--- config.mk ---
export PLATFORM = sky130hd
export DESIGN_NAME = xfer_count_ctl
export DESIGN_NICKNAME = d
export VERILOG_FILES = /design/src/rtl/xfer_count_ctl.sv
export SDC_FILE = /design/constraint.sdc
export NUM_CORES = 1
export LEC_CHECK = 0
export ABC_CLOCK_PERIOD_IN_PS = 1790
export BUFFER_PORTS_ARGS = -buffer_cell sky130_fd_sc_hd__buf_2
export CAP_MARGIN = 30
export CORE_MARGIN = 4
export CORE_UTILIZATION = 35
export DETAILED_ROUTE_END_ITERATION = 12
export GPL_TIMING_DRIVEN = 0
export PLACE_DENSITY = 0.64
export SLEW_MARGIN = 20
export SYNTH_ARGS = -nofsm -noshare
export SYNTH_HDL_FRONTEND = slang
export SYNTH_SLANG_ARGS = --single-unit
--- constraint.sdc ---
create_clock -name clk -period 1.79 [get_ports clk]
set_input_delay 0.358 -clock clk [delete_from_list [all_inputs] [get_ports clk]]
set_output_delay 0.358 -clock clk [all_outputs]
set_load 0.01 [all_outputs]
--- src/rtl/xfer_count_ctl.sv ---
module xfer_count_ctl #(
  parameter int CW = 24,
  parameter int BW = 16
) (
  input  logic          clk,
  input  logic          rst_n,
  input  logic          blk_mode,
  input  logic          cnt_wr,
  input  logic [CW-1:0] cnt_wdata,
  input  logic          en_wr,
  input  logic          en_wdata,
  input  logic          unit_busy,
  input  logic          unit_done,
  input  logic          rpt_ovf,
  output logic [CW-1:0] cnt,
  output logic          en,
  output logic          term,
  output logic          eot
);

  logic [CW-1:0] cnt_q, dec_val;
  logic [BW-1:0] lo_dec;
  logic          en_q, pend_q, eot_q;
  logic          en_d, pend_d;
  logic          step, at_one;

  assign step   = en_q & unit_done;
  assign lo_dec = cnt_q[BW-1:0] - BW'(1);
  assign at_one = blk_mode ? (cnt_q[BW-1:0] == BW'(1)) : (cnt_q == CW'(1));

  generate
    if (BW < CW) begin : g_split
      assign dec_val = blk_mode ? {cnt_q[CW-1:BW], lo_dec} : cnt_q - CW'(1);
    end else begin : g_flat
      assign dec_val = cnt_q - CW'(1);
    end
  endgenerate

  assign term = en_q & ((unit_done & at_one) | rpt_ovf);

  always_comb begin
    en_d   = en_q;
    pend_d = pend_q;
    if (term) begin
      en_d   = 1'b0;
      pend_d = 1'b0;
    end else if (en_wr && en_wdata) begin
      en_d   = 1'b1;
      pend_d = 1'b0;
    end else if (en_wr) begin
      if (en_q && unit_busy) begin
        pend_d = 1'b1;
      end else begin
        en_d   = 1'b0;
        pend_d = 1'b0;
      end
    end else if (pend_q && step) begin
      en_d   = 1'b0;
      pend_d = 1'b0;
    end
  end

  always_ff @(posedge clk) begin
    if (!rst_n) begin
      cnt_q  <= '0;
      en_q   <= 1'b0;
      pend_q <= 1'b0;
      eot_q  <= 1'b0;
    end else begin
      if (cnt_wr)    cnt_q <= cnt_wdata;
      else if (step) cnt_q <= dec_val;
      en_q   <= en_d;
      pend_q <= pend_d;
      eot_q  <= term;
    end
  end

  assign cnt = cnt_q;
  assign en  = en_q;
  assign eot = eot_q;

endmodule

# Word-level counts from Yosys, hierarchy flattened
# Cells that the tools add are included.
# Widths: inputs -> output; s select.
[totals]
register_bits = 27
latchBits = 0
ram_bits = 0
rom_bits = 0
input_bits = 33
out_inout_bits = 27
memories = 0
[op_classes]
addsub = 2
mul = 0
n_div = 0
order_cmp = 0
eq_ne = 4
shifts = 0
n_mux = 10
bitwise_logic = 5
reduce_logical = 10
[op_table]
columns = ["cell", "count"]
rows = [
  ["$mux 24", 3],
  ["$eq 24x1->1 const B", 1],
  ["$sub 24x1->24 const B", 1],
  ["$eq 16x1->1 const B", 1],
  ["$sub 16x1->16 const B", 1],
  ["$mux 1", 7],
  ["$reduce_and 2->1", 2],
  ["$reduce_bool 2->1", 2],
  ["$and 1x1->1", 3],
  ["$logic_and 1x1->1", 3],
  ["$ne 3x3->1 const B", 1],
  ["$reduce_bool 3->1", 1],
  ["$reduce_or 3->1", 1],
  ["$ne 2x1->1 const B", 1],
  ["$reduce_or 2->1", 1],
  ["$not 1->1", 1],
  ["$or 1x1->1", 1],
]

# Longest topological paths before layout
# Gate-level depths: netlist of the first run.
[logic_depth]
ltp_word = 6
mapped_depth = 6
depth_no_buf = 6

# Least setup slack after synthesis of the first run
# OpenSTA, ideal clock, no wires.
[synth_timing]
path_type = "flip-flop to output port"
from = "register cnt_q[2], in the netlist cnt[2]"
to = "output term"
t_arrival_ns = 1.654
slack_ns = -0.222
stages_incl_launch_ff = 6
path_cell_list = "dfxtp_1 > buf_6 > nor4_2 > nand4_1 > clkbuf_1 > o31ai_2"
[synth_via]
elab_chain_cells = 5
elab_cells_between_ends = 6
cone_classes = "2 x eq/ne; 1 x mux; 3 x bitwise"
[synth_rtl]
columns = ["item", "line", "rtl"]
rows = [
  ["from (decl)", "21", "logic [CW-1:0] cnt_q, dec_val;"],
  ["from (signal assigned)", "70", "if (cnt_wr) cnt_q <= cnt_wdata;"],
  ["from (signal assigned)", "71", "else if (step) cnt_q <= dec_val;"],
  ["$eq 24x1->1 or $eq 16x1->1 (tied branches)", "29", "assign at_one = blk_mode ? (cnt_q[BW-1:0] == BW'(1)) : (cnt_q == CW'(1));"],
  ["$mux 1 (*)", "29", ""],
  ["$and 1x1->1 (*)", "39", "assign term = en_q & ((unit_done & at_one) | rpt_ovf);"],
  ["$or 1x1->1 (*)", "39", ""],
  ["$and 1x1->1 (*)", "39", ""],
  ["to (decl)", "17", "output logic term,"],
]
# Mark *: on every way between the ends. The rest lies on a longest branch, timed or not.

# Worst setup path after layout of the first run
[layout_timing]
from = "register cnt_q[3], in the netlist cnt[3]"
to = "output term"
# Same word-level chain as after synthesis.

==> results of run 1 <==
[state kept, by name, summed over array words and instances (netlist names)]
name / cells
cnt: 24
eot: 1
pend_q: 1
en: 1
[worst max-delay path, cell delays in order, from the launching register on]
cell      delay (ps)
dfxtp_4          380
nor4_4           330
nand4_1          220
clkbuf_8         200
o31ai_4          190
buf_2            170
[how the worst min path moves through the flow]
stage,startpoint,end,slack [ps],cells past startpoint
final,cnt_wdata[2],cnt[2],300,2
after global routing,cnt_wdata[2],cnt[2],300,2
after floorplan,cnt_wdata[2],cnt[2],500,1
after detailed placement,cnt[17],cnt[17],510,2
after CTS,cnt_wdata[2],cnt[2],290,2
after global placement,cnt[17],cnt[17],520,2
[layer usage]
metal,up-vias,GRT usage (%)
li1,881,-
met5,-,0
met4,0,4.804
met2,45,25.00
met1,827,21.96
met3,5,3.673
[power by group through the flow]
stage | combinational [mW] | clock (mW) | sequential (mW)
final | 0.366 | 0.366 | 0.705
after CTS | 0.347 | 0.375 | 0.700
after detailed placement | 0.327 | 0 | 0.711
after global placement | 0.325 | 0 | 0.710
after floorplan | 0.193 | 0 | 0.720
after global routing | 0.403 | 0.401 | 0.712
[cell type report]
class                   instances  area, um2  area share, %
repair buffers                 70      386.6          17.10
well taps                      52      65.06          2.878
clock inverters                 1      5.005         0.2214
clock buffers                   3      41.29          1.826
inverters                       4      17.52         0.7748
multi-input cells             147       1109          49.03
plain buffers                  12      70.07          3.099
flip-flops and latches         27      566.8          25.07
[cells by family (layout without fill, tap and decap cells)]
kind of cell / after synthesis / after routing
AOI/OAI and AO/OA: 61 / 61
xor gates and xnor gates: 9 / 9
adders and majority gates: 2 / 2
buffers and inverters: 18 / 90
DFF: 27 / 27
muxes: 1 / 1
and+or+nand+nor: 74 / 74
[repair_timing]
item / in CTS / in global routing
pin swaps: 17 / 13
setup endpoints to repair: 14 / 14
buffers inserted: 8 / 5
gates resized for setup: 18 / 19
[through the flow]
step                cell area, um2  total power, mW  hold WS [ps]
global placement              2009            1.035         516.7
floorplan                     1659           0.9131         495.8
CTS                           2160            1.421         292.7
finish                        2261            1.437         297.0
detailed placement            2009            1.038         509.2
global route                  2261            1.516         303.4
[cell usage in the layout, fill, tap and decap left out, types with 7 or more instances in the layout]
cell type	instances
buf_2	57
o21ai_0	20
dfxtp_1	16
buf_4	13
a31oi_1	9
nand2_1	9
a21oi_1	9
nor3_1	8
clkbuf_1	7
==> summary.md, run 1 <==
| Metric | Value |
|---|---|
| Sequential element share of the synthesized area | `33.46%` |
| Initial antenna violation count | `0` |
| CTS H-tree depth | `1` |
| Cell Int Power | `974.7 uW` |
| Commonest cells post-synth | `dfxtp_1 (27), o21ai_0 (20), clkbuf_1 (10)` |
| First-pass GRT wire length | `7.817 mm` |
| Sw Share | `32.17%` |
| Seq pwr share | `49.0%` |
| Drt drc | `0` |
| Final setup margin | `-343.7 ps` |
| R2r startpoint | `cnt[3]` |
| Area Growth Syn to Fin | `39.97%` |
| Yosys top cell by area | `dfxtp_1` |
| DP Wirelength | `3.527 mm` |
| DR iter-0 viols | `59` |
| Setup crit start kind | `flip-flop` |
| Vias | `1758` |
| Pin slew with the least headroom to its limit | `519.0 ps` |
| DR top layer | `met4` |
| Clock root cell | `clkbuf_8` |
| Syn_area_per_cell | `8.413 um2` |
| WL final | `5.009 mm` |
| Combinational Power Share | `25.5%` |
| Synthesized area | `1615 um2` |
| Drt pass-1 iters | `4` |
| Seq cells post-synth | `27` |
| Netlist cell types | `47` |
| Largest net degree at the start of global routing | `16` |
| Crit path from | `cnt[3]` |
| Clock sink total | `27` |
| CTS buffer count | `3` |
| Post-synthesis compound-gate area fraction | `25.17%` |
| Post-synth EDFFs | `0` |
| Die ar. | `5766 um2` |
| Status | `finished with violations` |
| Main combinational cell family by area after synthesis | `simple AND/OR/NAND/NOR gates` |
| Setup CP Type | `flip-flop to primary output` |
| Met1 WL | `2.416 mm` |
| Initial Util | `36.59%` |
| Worst R2R Path Depth | `6` |
| Post-Place Setup Slack | `-347.5 ps` |
| Clock-pin transition on the worst setup and hold timing paths | `100 ps` |
| Met3 routed WL | `255 um` |
| Clk_lat worst skew | `280 ps` |
| CTS Buffer Depth | `2` |
| Final hold viol count | `0` |
| TritonCTS clock tree | `done` |
| Met2 routed WL | `2.278 mm` |
| Die width | `75.94 um` |
| Max-Cap Viols | `0` |
| IO Port Bufs | `57` |
| Crit. End Element | `primary output` |
| Failing checks | `setup timing` |
| Placed cells | `301` |
| Maximum VDD drop | `279.8 uV` |
| Number of diodes | `0` |
| Core area | `4414 um2` |
| Fin Setup TNS | `-1200 ps` |
| Syn. warnings | `0` |
| Adder-cell share of the synthesized area | `1.549%` |
| GPL Wtd Cong | `0.7492` |
| Slew Limit Fails | `0` |
| Endpoints failing setup | `11` |
| Tcrit/Tclk final | `119.2%` |
| Share of cells above drive strength 1 | `42.42%` |
| Skew final | `3.531 ps` |
| Die H | `75.94 um` |
| Mux contribution to synthesized area | `0.6197%` |
| XOR/XNOR Fraction of Synth Area | `4.880%` |
| FMAX | `0.4687 GHz` |
| Predominant post-synthesis flop cell | `dfxtp_1` |
| Hold-fix buffers, CTS | `0` |
| Crit path arrival time | `1780 ps` |
| Critical path endpoint | `term` |
| Async SR Flop Fraction | `0%` |
| Layout Nets | `300` |
| Post-route insts no fill | `316` |
| Slew Limit Headroom | `65.40%` |
| Fill count | `429` |
| Clock power frac | `25.5%` |
| Global route overflow | `0` |
| Util after Layout | `51.22%` |
| Drt wl/cell | `15.85 um` |
| Via/cell ratio | `5.563` |
| Ports | `60` |
| Synth area leaders | `dfxtp_1 (33%), o21ai_0 (6.2%), a31oi_1 (3.5%)` |
| PD cells | `635.5 nW/um2` |
| Flop2flop setup slack | `-170 ps` |
| Share of Yosys cell area claimed by the top area cell type | `33.46%` |
| Worst endpoint required time | `1430 ps` |
| Highest net fanout along the worst path | `6` |
| Synthesized instance count | `192` |
| Syn Nets | `227` |
| Reg-to-Reg End | `cnt[17]` |
| Psw | `462.2 uW` |
| Lkg Pwr | `0.9551 nW` |
| RSZ-0062 raised after global routing | `yes` |
| Count leader, synth | `dfxtp_1` |
| ANT nets after route | `0` |
| Hold Path Class | `primary input to flip-flop` |
| Total track usage | `16.06%` |
| Vias in the first global route | `1643` |
| Rows | `24` |
| Crit path time final | `2134 ps` |
| Simple-Gate Fraction of Synth Area | `29.12%` |
Power figures use the tool's default switching activity.
==> run 2: changes to the inputs <==
- PLACE_DENSITY: 0.64 -> not set
- REMOVE_ABC_BUFFERS: not set -> 1
==> run 2 against run 1 <==
Net effect: the run still ends with setup timing left; critical path type unchanged; routed wire length shrank 15%; clock skew increased by 1.3 ps; first-iteration DRC count increased by 76%.
==> summary.md, run 2 (synthesis results as in run 1) <==
| Metric | Value |
|---|---|
| Rows | `24` |
| CTS Buffer Depth | `2` |
| WL final | `4.266 mm` |
| Clock root cell | `clkbuf_8` |
| Worst hold start | `cnt_wdata[2]` |
| Initial Util | `36.59%` |
| CTS H-tree depth | `1` |
| Crit path time final | `1959 ps` |
| Fill count | `471` |
| ANT nets after route | `0` |
| Max-Cap Viols | `0` |
| Clock sink total | `27` |
| CTS buffer count | `3` |
| Via/cell ratio | `5.345` |
| Post-route insts no fill | `304` |
| Initial antenna violation count | `0` |
| Pin slew with the least headroom to its limit | `868.7 ps` |
| Pwr Total | `1.402 mW` |
| DR iter-0 viols | `104` |
| Endpoints failing setup | `8` |
| PD cells | `654.6 nW/um2` |
| Drt wl/cell | `14.03 um` |
| Core area | `4414 um2` |
| Share of cells above drive strength 1 | `39.29%` |
| Maximum VDD drop | `353.2 uV` |
| Ports | `60` |
| Global route overflow | `0` |
| Commonest cells after routing, fill and taps aside | `buf_2 (59), o21ai_0 (20), dfxtp_1 (19)` |
| Die H | `75.94 um` |
| Largest net degree at the start of global routing | `34` |
| Max reg flops | `24` |
| Final hold viol count | `0` |
| FMAX | `0.5105 GHz` |
| Crit-path cells | `nor4_4, nand4_1, buf_4, o31ai_4, buf_2` |
| Status | `finished with violations` |
| Worst endpoint required time | `1430 ps` |
| Reg-to-Reg End | `cnt[17]` |
| Number of diodes | `0` |
| Vias in the first global route | `1451` |
| Failing checks | `setup timing` |
| Total track usage | `14.18%` |
| Crit path arrival time | `1600 ps` |
| Lkg Pwr | `0.9101 nW` |
| Slew Limit Headroom | `42.02%` |
| RSZ-0062 raised after global routing | `yes` |
| Area Growth Syn to Fin | `32.61%` |
| Drt pass-1 iters | `4` |
| Placed cells | `289` |
| Hold Path Class | `primary input to flip-flop` |
| Worst R2R Path Depth | `6` |
| Crit. End Element | `primary output` |
| Tcrit/Tclk final | `109.4%` |
| Setup CP Type | `flip-flop to primary output` |
| Setup crit start kind | `flip-flop` |
| Clock-pin transition on the worst setup and hold timing paths | `90 ps` |
| Vias | `1625` |
| Clk_lat worst skew | `270 ps` |
| DP Wirelength | `2.992 mm` |
| Highest net fanout along the worst path | `7` |
| Post-Place Cell Area | `1907 um2` |
| Die ar. | `5766 um2` |
| Skew final | `4.879 ps` |
| Min-Delay Endpoint | `cnt[2]` |
| Critical Path Max Stage Delay | `370 ps` |
| TritonCTS clock tree | `done` |
| Fin area | `2142 um2` |
| Layout Nets | `288` |
| Post-Place Setup Slack | `-697.8 ps` |
| Hold path depth | `2` |
| R2r startpoint | `cnt[3]` |
| Flop2flop setup slack | `-120 ps` |
| IO Port Bufs | `59` |
| Hold-fix buffers, CTS | `0` |
| Final setup margin | `-168.8 ps` |
| First-pass GRT wire length | `7.058 mm` |
| Drt drc | `0` |
| Commonest non-fill, non-tap cell in the layout | `buf_2` |
| Slew Limit Fails | `0` |
| GPL Wtd Cong | `0.7321` |
| Die width | `75.94 um` |
| CP max-delay cell | `dfxtp_2` |
[run 2: cell types whose count changed in the layout (fill, tap and decap cells not counted), sizes merged]
cell and delta:
clkinv -1, clkbuf -8, buf -3
[run 2: final cells by class]
type	instances	area [um2]	area share, %
sequential	27	555.5	25.93
tap	52	65.06	3.037
multi-input combinational	147	1084	50.58
timing repair buffer	70	377.9	17.64
inverter	4	15.01	0.7009
clock buffer	4	45.04	2.103
[run 2: worst max path at each step]
stage,start,end,slack [ps],cells past startpoint
floorplan,cnt[9],term,-260,3
global placement,cnt[9],term,-690,4
detailed placement,cnt[9],term,-700,4
CTS,cnt[2],term,-170,5
global route,cnt[3],term,-270,5
finish,cnt[3],term,-170,5
[run 2: what timing repair did]
item                       4_1_cts  5_1_grt
resized for setup               17        6
pin swaps                        6        8
setup buffers                    8        3
setup endpoints to repair       17       14
[run 2: metal layers]
| layer | track usage (%) | share of wire, % | vias to the layer above |
|---|---|---|---|
| met3 | 2.725 | 6.4 | 4 |
| li1 | - | - | 856 |
| met2 | 20.98 | 45 | 44 |
| met1 | 20.92 | 48 | 721 |
| met5 | 0 | 0 | - |
| met4 | 3.559 | 1.1 | 0 |
[run 2: worst max-delay path, delay by kind of cell, from the launching register on]
family,cells,cell delay [ps]
AO/OA/AOI/OAI,1,180
buffers and inverters,2,340
flip-flops,1,370
AND/OR/NAND/NOR,2,440
[run 2: report_power, final]
part           switching [mW]  leakage (nW)  internal [mW]
Clock                   0.194        0.0228          0.159
Combinational           0.170         0.661          0.171
Sequential             0.0662         0.227          0.642
Total                   0.430         0.910          0.973
[run 2: through the flow]
stage	util (%)	hold WS, ps	setup TNS, ps
floorplan	-	479.7	-2290
global placement	43.20	513.3	-5929
detailed placement	43.20	514.3	-6213
CTS	47.36	309.8	-611.3
global route	48.53	303.2	-1875
finish	48.53	320.6	-669.6
